$ cat config.mk
export PLATFORM = sky130hd
export DESIGN_NAME = polyfir_engine
export DESIGN_NICKNAME = d
export VERILOG_FILES = /design/src/rtl/pf_pkg.sv /design/src/rtl/pf_seq.sv /design/src/rtl/pf_coef.sv /design/src/rtl/pf_mac.sv /design/src/rtl/polyfir_engine.sv
export SDC_FILE = /design/constraint.sdc
export NUM_CORES = 2
export LEC_CHECK = 0
export BUFFER_PORTS_ARGS = -buffer_cell sky130_fd_sc_hd__buf_2
export CAP_MARGIN = 40
export CORE_ASPECT_RATIO = 1.75
export CORE_MARGIN = 10
export CORE_UTILIZATION = 65
export CTS_CLUSTER_DIAMETER = 150
export DETAILED_ROUTE_END_ITERATION = 12
export GPL_ROUTABILITY_DRIVEN = 1
export HOLD_SLACK_MARGIN = 0.1
export PLACE_DENSITY = 0.82
export SETUP_SLACK_MARGIN = 0.15
export SYNTH_ARGS = -nofsm -noshare
export SYNTH_HDL_FRONTEND = slang
export SYNTH_SLANG_ARGS = --single-unit
$ cat constraint.sdc
create_clock -name clk_i -period 32.8 [get_ports clk_i]
set_input_delay 6.56 -clock clk_i [delete_from_list [all_inputs] [get_ports clk_i]]
set_output_delay 6.56 -clock clk_i [all_outputs]
set_load 0.005 [all_outputs]
$ cat src/rtl/pf_pkg.sv
package pf_pkg;
  // Phase axis split: tap bits above the per-tap phase bits
  localparam int unsigned PF_PHASE_W = 20;
  // Output round/saturate result kind
  typedef enum logic [1:0] {
    PF_RS_PASS = 2'd0,
    PF_RS_HIGH = 2'd1,
    PF_RS_LOW  = 2'd2
  } pf_rs_kind_e;
endpackage

$ cat src/rtl/pf_seq.sv
module pf_seq #(
  parameter int TAPS    = 64,
  parameter int PHASE_W = 20,
  parameter int PT_W    = 6,
  parameter int RAM_AW  = 9,
  parameter int MAX_LEN = 496
) (
  input  logic                         clk_i,
  input  logic                         rst_ni,
  input  logic                         start_i,
  input  logic [RAM_AW-1:0]            ram_start_i,
  input  logic [PHASE_W-1:0]           rom_start_i,
  input  logic [PHASE_W:0]             step_i,
  output logic                         issue_v_o,
  output logic                         issue_last_o,
  output logic [RAM_AW-1:0]            ram_addr_o,
  output logic [$clog2(TAPS)+PT_W-1:0] coef_addr_o,
  output logic [PHASE_W-PT_W-1:0]      frac_o
);
  localparam int TAP_W   = $clog2(TAPS);
  localparam int U_W     = TAP_W + PHASE_W + 1;
  localparam int FRAC_W  = PHASE_W - PT_W;
  localparam int CADDR_W = TAP_W + PT_W;
  localparam int LEN_W   = $clog2(MAX_LEN + 1);
  localparam logic [U_W-1:0]   U_END    = U_W'(TAPS) << PHASE_W;
  localparam logic [LEN_W-1:0] LEN_LAST = LEN_W'(MAX_LEN - 1);

  logic               run_q;
  logic [U_W-1:0]     u_q, u_next;
  logic [RAM_AW-1:0]  addr_q;
  logic [PHASE_W:0]   step_q;
  logic [LEN_W-1:0]   cnt_q;
  logic               last;

  always_comb begin
    u_next = u_q + U_W'(step_q);
    last   = (u_next >= U_END) || (cnt_q == LEN_LAST);
  end

  always_ff @(posedge clk_i) begin
    if (!rst_ni) begin
      run_q  <= 1'b0;
      u_q    <= '0;
      addr_q <= '0;
      step_q <= '0;
      cnt_q  <= '0;
    end else if (start_i) begin
      run_q  <= 1'b1;
      u_q    <= U_W'(rom_start_i);
      addr_q <= ram_start_i;
      step_q <= step_i;
      cnt_q  <= '0;
    end else if (run_q) begin
      if (last) run_q <= 1'b0;
      u_q    <= u_next;
      addr_q <= addr_q - 1'b1;
      cnt_q  <= cnt_q + 1'b1;
    end
  end

  assign issue_v_o    = run_q;
  assign issue_last_o = run_q && last;
  assign ram_addr_o   = addr_q;
  assign coef_addr_o  = u_q[FRAC_W +: CADDR_W];
  assign frac_o       = u_q[FRAC_W-1:0];


  ram_walk_chk: assert property (@(posedge clk_i) disable iff (!rst_ni)
    issue_v_o && !issue_last_o |=> issue_v_o && (ram_addr_o == $past(ram_addr_o) - 1'b1));


  len_cap_chk: assert property (@(posedge clk_i) disable iff (!rst_ni)
    run_q |-> (cnt_q < LEN_W'(MAX_LEN)));


  phase_range_chk: assert property (@(posedge clk_i) disable iff (!rst_ni)
    run_q |-> (u_q < U_END));
endmodule

$ cat src/rtl/pf_coef.sv
module pf_coef #(
  parameter int COEF_W = 18,
  parameter int SAMP_W = 24,
  parameter int FRAC_W = 14
) (
  input  logic                     clk_i,
  input  logic                     rst_ni,
  input  logic                     issue_v_i,
  input  logic                     issue_last_i,
  input  logic [FRAC_W-1:0]        frac_i,
  input  logic signed [COEF_W-1:0] coef_lo_i,
  input  logic signed [COEF_W-1:0] coef_hi_i,
  input  logic signed [SAMP_W-1:0] smp_l_i,
  input  logic signed [SAMP_W-1:0] smp_r_i,
  output logic                     v_o,
  output logic                     last_o,
  output logic signed [COEF_W-1:0] coef_o,
  output logic signed [SAMP_W-1:0] smp_l_o,
  output logic signed [SAMP_W-1:0] smp_r_o
);
  localparam int D_W = COEF_W + 1;
  localparam int P_W = D_W + FRAC_W + 1;

  logic              v1_q, last1_q;
  logic [FRAC_W-1:0] frac1_q;

  logic signed [D_W-1:0] diff;
  logic signed [P_W-1:0] prod, step_part, c_full;
  logic signed [COEF_W-1:0] c_new;

  always_comb begin
    diff      = D_W'(coef_hi_i) - D_W'(coef_lo_i);
    prod      = P_W'(diff) * $signed({1'b0, frac1_q});
    step_part = prod >>> FRAC_W;
    c_full    = P_W'(coef_lo_i) + step_part;
    c_new     = c_full[COEF_W-1:0];
  end

  always_ff @(posedge clk_i) begin
    if (!rst_ni) begin
      v1_q    <= 1'b0;
      last1_q <= 1'b0;
      frac1_q <= '0;
      v_o     <= 1'b0;
      last_o  <= 1'b0;
      coef_o  <= '0;
      smp_l_o <= '0;
      smp_r_o <= '0;
    end else begin
      v1_q    <= issue_v_i;
      last1_q <= issue_last_i;
      frac1_q <= frac_i;
      v_o     <= v1_q;
      last_o  <= v1_q && last1_q;
      if (v1_q) begin
        coef_o  <= c_new;
        smp_l_o <= smp_l_i;
        smp_r_o <= smp_r_i;
      end
    end
  end


  interp_fit_chk: assert property (@(posedge clk_i) disable iff (!rst_ni)
    v1_q |-> (c_full[P_W-1:COEF_W-1] == '0) || (&c_full[P_W-1:COEF_W-1]));


  interp_span_chk: assert property (@(posedge clk_i) disable iff (!rst_ni)
    v1_q |-> ((coef_lo_i <= coef_hi_i) ? (c_new >= coef_lo_i && c_new <= coef_hi_i)
                                       : (c_new <= coef_lo_i && c_new >= coef_hi_i)));
endmodule

$ cat src/rtl/pf_mac.sv
module pf_mac
  import pf_pkg::*;
#(
  parameter int COEF_W = 18,
  parameter int SAMP_W = 24,
  parameter int ACC_W  = 48
) (
  input  logic                     clk_i,
  input  logic                     rst_ni,
  input  logic                     clear_i,
  input  logic                     v_i,
  input  logic                     last_i,
  input  logic signed [COEF_W-1:0] coef_i,
  input  logic signed [SAMP_W-1:0] smp_l_i,
  input  logic signed [SAMP_W-1:0] smp_r_i,
  input  logic                     out_ready_i,
  output logic                     out_valid_o,
  output logic signed [SAMP_W-1:0] out_l_o,
  output logic signed [SAMP_W-1:0] out_r_o
);
  localparam int M_W   = COEF_W + SAMP_W;
  localparam int R_W   = ACC_W + 1;
  localparam int SHIFT = COEF_W - 1;
  localparam logic signed [R_W-1:0] SMAX = R_W'((64'sd1 <<< (SAMP_W - 1)) - 64'sd1);
  localparam logic signed [R_W-1:0] SMIN = -SMAX - R_W'(1);
  localparam logic signed [R_W-1:0] HALF = R_W'(64'sd1 <<< (SHIFT - 1));

  logic signed [ACC_W-1:0] acc_l_q, acc_r_q;
  logic signed [M_W-1:0]   mul_l, mul_r;
  logic                    fin_q;

  function automatic logic signed [SAMP_W-1:0] round_sat(input logic signed [ACC_W-1:0] a);
    logic signed [R_W-1:0] s, q;
    pf_rs_kind_e k;
    s = R_W'(a) + HALF;
    q = s >>> SHIFT;
    if (q > SMAX)      k = PF_RS_HIGH;
    else if (q < SMIN) k = PF_RS_LOW;
    else               k = PF_RS_PASS;
    case (k)
      PF_RS_HIGH: round_sat = SMAX[SAMP_W-1:0];
      PF_RS_LOW:  round_sat = SMIN[SAMP_W-1:0];
      default:    round_sat = q[SAMP_W-1:0];
    endcase
  endfunction

  always_comb begin
    mul_l = M_W'(coef_i) * M_W'(smp_l_i);
    mul_r = M_W'(coef_i) * M_W'(smp_r_i);
  end

  always_ff @(posedge clk_i) begin
    if (!rst_ni) begin
      acc_l_q     <= '0;
      acc_r_q     <= '0;
      fin_q       <= 1'b0;
      out_valid_o <= 1'b0;
      out_l_o     <= '0;
      out_r_o     <= '0;
    end else begin
      if (clear_i) begin
        acc_l_q <= '0;
        acc_r_q <= '0;
      end else if (v_i) begin
        acc_l_q <= acc_l_q + ACC_W'(mul_l);
        acc_r_q <= acc_r_q + ACC_W'(mul_r);
      end
      fin_q <= v_i && last_i;
      if (fin_q) begin
        out_valid_o <= 1'b1;
        out_l_o     <= round_sat(acc_l_q);
        out_r_o     <= round_sat(acc_r_q);
      end else if (out_valid_o && out_ready_i) begin
        out_valid_o <= 1'b0;
      end
    end
  end


  hold_valid_chk: assert property (@(posedge clk_i) disable iff (!rst_ni)
    out_valid_o && !out_ready_i |=> out_valid_o);


  hold_data_chk: assert property (@(posedge clk_i) disable iff (!rst_ni)
    out_valid_o && !out_ready_i |=> $stable(out_l_o) && $stable(out_r_o));


  no_mac_while_held_chk: assert property (@(posedge clk_i) disable iff (!rst_ni)
    v_i |-> !out_valid_o);
endmodule

$ cat src/rtl/polyfir_engine.sv
module polyfir_engine #(
  parameter int TAPS    = 64,
  parameter int PHASE_W = 20,
  parameter int PT_W    = 6,
  parameter int SAMP_W  = 24,
  parameter int COEF_W  = 18,
  parameter int ACC_W   = 48,
  parameter int RAM_AW  = 9,
  parameter int MAX_LEN = 496,
  parameter int OVR_W   = 8
) (
  input  logic                                clk_i,
  input  logic                                rst_ni,
  input  logic                                strobe_i,
  input  logic [RAM_AW-1:0]                   ram_start_i,
  input  logic [PHASE_W-1:0]                  rom_start_i,
  input  logic [PHASE_W:0]                    step_i,
  output logic                                busy_o,
  output logic [OVR_W-1:0]                    overrun_cnt_o,
  output logic                                ram_rd_o,
  output logic [RAM_AW-1:0]                   ram_addr_o,
  input  logic [SAMP_W-1:0]                   ram_left_i,
  input  logic [SAMP_W-1:0]                   ram_right_i,
  output logic [$clog2(TAPS)+PT_W-1:0]        coef_addr_o,
  input  logic [COEF_W-1:0]                   coef_lo_i,
  input  logic [COEF_W-1:0]                   coef_hi_i,
  output logic                                out_valid_o,
  input  logic                                out_ready_i,
  output logic [SAMP_W-1:0]                   out_left_o,
  output logic [SAMP_W-1:0]                   out_right_o
);
  localparam int FRAC_W = PHASE_W - PT_W;

  logic busy_q, accept, handoff;
  logic [OVR_W-1:0] ovr_q;

  logic                     iss_v, iss_last;
  logic [FRAC_W-1:0]        iss_frac;
  logic                     m_v, m_last;
  logic signed [COEF_W-1:0] m_coef;
  logic signed [SAMP_W-1:0] m_l, m_r, o_l, o_r;

  assign accept  = strobe_i && !busy_q;
  assign handoff = out_valid_o && out_ready_i;

  always_ff @(posedge clk_i) begin
    if (!rst_ni) begin
      busy_q <= 1'b0;
      ovr_q  <= '0;
    end else begin
      if (accept)       busy_q <= 1'b1;
      else if (handoff) busy_q <= 1'b0;
      if (strobe_i && busy_q && !(&ovr_q)) ovr_q <= ovr_q + 1'b1;
    end
  end

  pf_seq #(
    .TAPS(TAPS), .PHASE_W(PHASE_W), .PT_W(PT_W), .RAM_AW(RAM_AW), .MAX_LEN(MAX_LEN)
  ) seq_i (
    .clk_i(clk_i), .rst_ni(rst_ni), .start_i(accept),
    .ram_start_i(ram_start_i), .rom_start_i(rom_start_i), .step_i(step_i),
    .issue_v_o(iss_v), .issue_last_o(iss_last), .ram_addr_o(ram_addr_o),
    .coef_addr_o(coef_addr_o), .frac_o(iss_frac)
  );

  pf_coef #(
    .COEF_W(COEF_W), .SAMP_W(SAMP_W), .FRAC_W(FRAC_W)
  ) coef_i (
    .clk_i(clk_i), .rst_ni(rst_ni), .issue_v_i(iss_v), .issue_last_i(iss_last),
    .frac_i(iss_frac), .coef_lo_i(coef_lo_i), .coef_hi_i(coef_hi_i),
    .smp_l_i(ram_left_i), .smp_r_i(ram_right_i),
    .v_o(m_v), .last_o(m_last), .coef_o(m_coef), .smp_l_o(m_l), .smp_r_o(m_r)
  );

  pf_mac #(
    .COEF_W(COEF_W), .SAMP_W(SAMP_W), .ACC_W(ACC_W)
  ) mac_i (
    .clk_i(clk_i), .rst_ni(rst_ni), .clear_i(accept), .v_i(m_v), .last_i(m_last),
    .coef_i(m_coef), .smp_l_i(m_l), .smp_r_i(m_r), .out_ready_i(out_ready_i),
    .out_valid_o(out_valid_o), .out_l_o(o_l), .out_r_o(o_r)
  );

  assign busy_o        = busy_q;
  assign overrun_cnt_o = ovr_q;
  assign ram_rd_o      = iss_v;
  assign out_left_o    = o_l;
  assign out_right_o   = o_r;


  busy_covers_valid_chk: assert property (@(posedge clk_i) disable iff (!rst_ni)
    out_valid_o |-> busy_q);


  busy_set_chk: assert property (@(posedge clk_i) disable iff (!rst_ni)
    strobe_i && !busy_q |=> busy_q && !out_valid_o);


  overrun_step_chk: assert property (@(posedge clk_i) disable iff (!rst_ni)
    strobe_i && busy_q |=> (ovr_q == $past(ovr_q) + 1'b1) || (&ovr_q));


  overrun_quiet_chk: assert property (@(posedge clk_i) disable iff (!rst_ni)
    !(strobe_i && busy_q) |=> $stable(ovr_q));


  no_read_idle_chk: assert property (@(posedge clk_i) disable iff (!rst_ni)
    ram_rd_o |-> busy_q);
endmodule

* After elaboration in Yosys (flattened, before gate mapping) *
Cells that the tools add are included.

word-level totals
  flip-flop bits (word level) = 306
  bits in latches = 0
  RAM bits = 0
  bits in read-only memories = 0
  bits of input ports = 138
  memories kept = 0

operators by class
  $add $sub $neg = 10
  multiply operators = 3
  divide/modulo/power cells = 0
  order comparisons = 5
  equal/unequal tests = 5
  shifts and indexed selects = 0
  multiplexer cells = 20
  bitwise operators = 1
  reduce and logical (&&, ||, !) cells = 15

operators by type and width
  cell                                                                    number
  48-bit by 18-bit adder with 49-bit output, second input constant        2
  48-bit by 42-bit adder with 48-bit output                               2
  24-bit one-hot mux with 2 select lines                                  2
  18-bit by 24-bit multiplier with 42-bit output                          2
  32-bit by 24-bit > comparator with 1-bit output, second input constant  2
  32-bit by 24-bit < comparator with 1-bit output, second input constant  2
  20-bit two-way mux                                                      2
  19-bit by 15-bit multiplier with 32-bit output                          1
  27-bit by 21-bit adder with 27-bit output                               1
  27-bit greater-or-equal comparator, second input constant               1
  18-bit by 18-bit subtractor with 19-bit output                          1
  18-bit adder                                                            1
  9-bit two-way mux                                                       2
  2-bit two-way mux                                                       8
  9-bit by 1-bit adder with 9-bit output, second input constant           1
  9-bit equality test, second input constant                              1
  9-bit by 1-bit subtractor with 9-bit output, second input constant      1
  8-bit by 1-bit adder with 8-bit output, second input constant           1
  8-bit AND reduction                                                     1
  1-bit logical AND                                                       7
  1-bit two-way mux                                                       6
  2-bit nonzero test                                                      3
  2-bit by 1-bit equality test with 1-bit output, second input constant   2
  2-bit equality test, second input constant                              2
  4 further kinds                                                         5

* Logic depth before layout (Yosys ltp) *
  word-level depth = 8
  depth in mapped cells = 46
  mapped depth without buffers = 46

* Modules after synthesis *
Synthesis repeated with hierarchy kept, for this count alone.

unflattened totals
  cell total of the unflattened synthesis = 6,679
  area total of the unflattened synthesis = 60,281.6 um^2

by module, submodules not included
  module          times used  cells each  area each (um^2)  sequential area each (um^2)
  pf_mac          1           4,653       42,196.7          2,922.8
  pf_coef         1           1,496       13,520.5          1,681.6
  pf_seq          1           483         4,132.7           1,341.3
  polyfir_engine  1           47          431.7             180.2

* Worst setup path before layout *
OpenSTA, ideal clock, no wires.

  path type = in2reg
  from = input port coef_lo_i[1]
  to = register coef_i.coef_o[17]
  arrival time = 15.659 ns
  data required time = 32.684 ns
  path slack = 17.025 ns
  stages = 42
  buffers on the path = 1
  cells stage by stage = inv_1 -> ha_1 -> nor2b_1 -> o21ai_2 -> a21boi_1 -> o21a_1 -> o21ai_1 -> a21oi_1 -> nor4_2 -> nor4_1 -> o31a_1 -> or3_4 -> buf_2 -> and3_1 -> fa_1 -> inv_1 -> fa_1 -> inv_1 -> [... 6 more ...] -> a21o_1 -> a21o_1 -> a21o_2 -> nor3_1 -> a21oi_2 -> and2_2 -> o21a_1 -> o21a_1 -> nor2_1 -> ha_1 -> and3_1 -> a211oi_2 -> o21bai_1 -> a21oi_1 -> xnor3_1 -> xnor2_1 -> mux2i_1 -> nor2b_1

on the way
  cells in the longest elaborated chain, start to end = 3

ends and longest elaborated chain
  element                                         line                  text
  start, declared                                 polyfir_engine.sv:25  input logic [COEF_W-1:0] coef_lo_i,
  18-bit by 18-bit subtractor with 19-bit output  pf_coef.sv:32         diff = D_W'(coef_hi_i) - D_W'(coef_lo_i);
  19-bit by 15-bit multiplier with 32-bit output  pf_coef.sv:33         prod = P_W'(diff) * $signed({1'b0, frac1_q});
  18-bit adder *                                  pf_coef.sv:35         c_full = P_W'(coef_lo_i) + step_part;
  end signal, assigned                            pf_coef.sv:56         coef_o <= c_new;
  end, declared                                   pf_coef.sv:17         output logic signed [COEF_W-1:0] coef_o,

Every way passes the cells marked *; elsewhere a longest branch is shown, timed or not.
A chain may end at the register's enable or synchronous reset.

* Final worst setup path *
  from = input port coef_lo_i[0]
  to = register coef_i.coef_o[16]

The elaborated chain is that of the path after synthesis.

==> impl_results.md <==
* Area of the multi-input gates at 46600 um2
* Final Cycle Share at 49.2%
* RD Place Congestion at 0.925
* # nets final at 8180
* Remaining antenna violation count at 0
* Synthesis-to-finish area growth at 4.97%
* Seq. cell area at about 6200 um2
* Async set or reset register ratio after synthesis at 0%
* Design area at 61600 um2
* Dpl hpwl at 124 mm
* Remaining DRCs at 0
* Placed inst area at ~61000 um2
* Unrepaired setup endpoints after global routing: false
* Register share of total power at 18.6%
* CP max FO at 14
* Initial antenna violation count at 3
* Buffers on Ports at approximately 220
* Switching Fraction at 49.7%
* Switching pwr at 1.22 mW
* Initial drt markers at 2706
* Cells after Synth at 6424
* Initial Utilization at about two thirds
* Clock skew at about 0.027 ns
* Total of max-cap violations at 0
* Clock Power Share at 14.3%
* GR Util All Layers at 30.4%
* Yosys Warn Count at 0
* Max clock buf depth at 3
* Power Internal at 1.23 mW
* Endpoints failing hold at 0
* First-pass GRT wire length at between 200 and 250 mm
* Tmin final at 16.12 ns
* Cell mode on critical path: fa_1
* Status: finished clean
* Clk sinks at 306
* Synth Cell Area at around 59000 um2
* Area of the die at 103000 um2
* H-tree levels at 1
* Worst Path Arrival at about 17 ns
* Synth Flop Type: dfxtp_1
* Pwr dens at 39.7 nW/um2
* CTS tree: done
* Yosys cell types at 89
* Vias in the first global route at 49300
* CTS root buffer: clkbuf_16
* Worst Hold Class: flip-flop to flip-flop
* Worst EP required at 33.36 ns
* Slew margin rel. at 32.1%
* Setup violations, final at 0
* Per-cell routed wire length at 20.0 um
* Vias at about 44000
* CP Class: primary input to flip-flop
* Number of hold buffers added after CTS at 0
* F_max at 62.0 MHz
* Maximum vdd drop at between 0.00005 and 0.00006 V
* Post_cts resized at 0
* Final wirelength at between 150 and 200 mm
* Avg Inst Size Synth at about 9.1 um2
* Max Transition Viols Final at 0
* Critical Path End Type: flip-flop
* Worst-skew pair later-pin latency at 0.65 ns
* Site row count at around 150
* Worst path max stage delay at 0.54 ns
* Worst-path clk slew at 0.07 ns
* Leak at around 29 nW
* PnR worst setup slack at 16.68 ns
* Synth Register Bits at 306
* Fillers at between 6000 and 7000
* CTS buffer count at 31
* Worst slew pin tran at 1.02 ns
* Die Span Y at 417 um
* Die Wd at 247 um
* CP max stage cell: a221oi_2
* CP startpoint kind: primary input
* Setup Buffers After CTS at 0
* Core area at 89400 um2
* Final setup TNS at 0 ns
* Seq/Total Area, Yosys at 10.4%
* Final antenna diode count at 0
* Comb pwr share at 67.1%
* Largest net degree at the start of global routing at between 90 and 100
* Share of cells above drive strength 1 at 6.42%
* Vias per cell at between 5 and 6
* DR pass1 iterations at 8
* Net Count, Synth at 8204
* Post-synth EDFFs at 0
* Pre-CTS setup slack at 16.03 ns
* I/O Pins at roughly 220
* Gr ovfl total at 0
-- sequential cells by signal, summed over array words and instances (netlist names), 8 cells and up --
register / cells
seq_i.step_q: 21
mac_i.out_l_o: 24
seq_i.ram_addr_o: 9
mac_i.out_r_o: 24
seq_i.u_q: 27
coef_i.coef_o: 18
coef_i.smp_r_o: 24
seq_i.cnt_q: 9
mac_i.acc_l_q: 48
overrun_cnt_o: 8
coef_i.frac1_q: 14
coef_i.smp_l_o: 24
mac_i.acc_r_q: 48
-- layout make-up --
class                           count  area share (%)
Clock buffer                       37            1.34
Clock inverter                     18           0.213
Inverter                         1218            7.42
Multi-Input combinational cell   4553            75.7
Sequential cell                   306            9.99
Tap cell                         1176            2.39
Timing Repair Buffer              290            2.97
-- power groups by stage --
stage | Sequential [mW] | Combinational, mW | Clock [mW]
floorplan | 0.416 | 1.20 | 0
finish | 0.454 | 1.64 | 0.349
detailed placement | 0.461 | 1.63 | 0
global route | 0.458 | 1.82 | 0.366
global placement | 0.478 | 1.54 | 0
CTS | 0.452 | 1.64 | 0.355
-- stage by stage --
step / total power, mW / hold slack, ns / utilization, % / instances
2_1_floorplan: 1.62 / 0.444 / - / 6424
3_3_place_gp: 2.02 / 0.446 / 67.4 / 7522
3_5_place_dp: 2.09 / 0.459 / 67.8 / 7543
4_1_cts: 2.45 / 0.478 / 68.9 / 7598
5_1_grt: 2.65 / 0.492 / 68.9 / 7598
6_report: 2.44 / 0.477 / 68.9 / 7598
-- worst max-delay path, delay by kind of cell --
kind / cells / cell delay [ns]
mux: 1 / 0.09
compound gates: 13 / 3.21
buf+inv: 8 / 0.62
fa+ha+maj: 11 / 4.65
xor+xnor: 3 / 0.43
simple gates: 7 / 1.09
-- cell usage after synthesis, drive strengths merged (5+ instances only) --
cell / instances / area share (%)
and4: 8 / 0.12
and2: 388 / 4.1
o21bai: 17 / 0.22
o21ai: 161 / 1.4
mux2i: 147 / 2.5
nor2: 194 / 1.2
o21a: 21 / 0.27
nand3: 85 / 0.73
o211ai: 19 / 0.27
nor3b: 7 / 0.090
a221oi: 5 / 0.11
xor2: 61 / 0.91
nand2: 886 / 5.7
buf: 36 / 0.38
o31ai: 8 / 0.10
nand2b: 66 / 0.70
nor2b: 100 / 1.1
fa: 1234 / 42
a211oi: 26 / 0.36
a21boi: 34 / 0.43
nor3: 27 / 0.24
nand4: 26 / 0.28
or3: 15 / 0.17
or4: 6 / 0.077
a21oi: 195 / 1.7
a31oi: 25 / 0.30
o211a: 25 / 0.43
a41oi: 5 / 0.11
inv: 1217 / 7.8
ha: 408 / 8.7
a21o: 76 / 0.98
dfxtp: 306 / 10
or2: 5 / 0.053
clkbuf: 311 / 2.0
a2111oi: 7 / 0.15
and3: 44 / 0.47
a211o: 6 / 0.090
xnor2: 167 / 2.5
nor4: 9 / 0.12
-- metal layers --
layer | wire, um | track usage (%)
met4 | 13500 | 23.7
met2 | 81200 | 55.0
met5 | 34 | 0
met1 | 49300 | 30.9
met3 | 8160 | 3.99
-- cells by family (layout without fill, tap and decap cells) --
family / count (synthesis) / count (layout) / synth area share (%)
DFF: 306 / 306 / 10.4
muxes: 149 / 149 / 2.55
AOI/OAI and AO/OA: 658 / 658 / 7.31
and+or+nand+nor: 1875 / 1875 / 15.3
xor gates and xnor gates: 229 / 229 / 3.44
adders and majority gates: 1642 / 1642 / 50.8
buffers and inverters: 1565 / 1563 / 10.2
-- path summary, 6_finish.rpt --
kind / from / endpoint / slack (ns) / depth (start not counted)
min reg2reg: coef_i.last_o$_SDFF_PN0_ / mac_i.fin_q$_SDFF_PN0_ / 0.48 / 1
max: coef_lo_i[0] / coef_i.coef_o[16]$_SDFFE_PN0P_ / 16.68 / 43
min: coef_i.last_o$_SDFF_PN0_ / mac_i.fin_q$_SDFF_PN0_ / 0.48 / 1
max reg2reg: coef_i.frac1_q[3]$_SDFF_PN0_ / coef_i.coef_o[16]$_SDFFE_PN0P_ / 24.09 / 31
-- placed cells by master (no fill, tap or decap), drive strengths merged, types with 66 or more instances in the layout --
cell type / n
fa: 1234
inv: 1221
nand2: 886
ha: 408
and2: 388
dfxtp: 306
buf: 290
a21oi: 195
nor2: 194
xnor2: 167
o21ai: 161
mux2i: 147
nor2b: 100
nand3: 85
a21o: 76
nand2b: 66
Note: power is estimated with default switching activity, not from simulation.
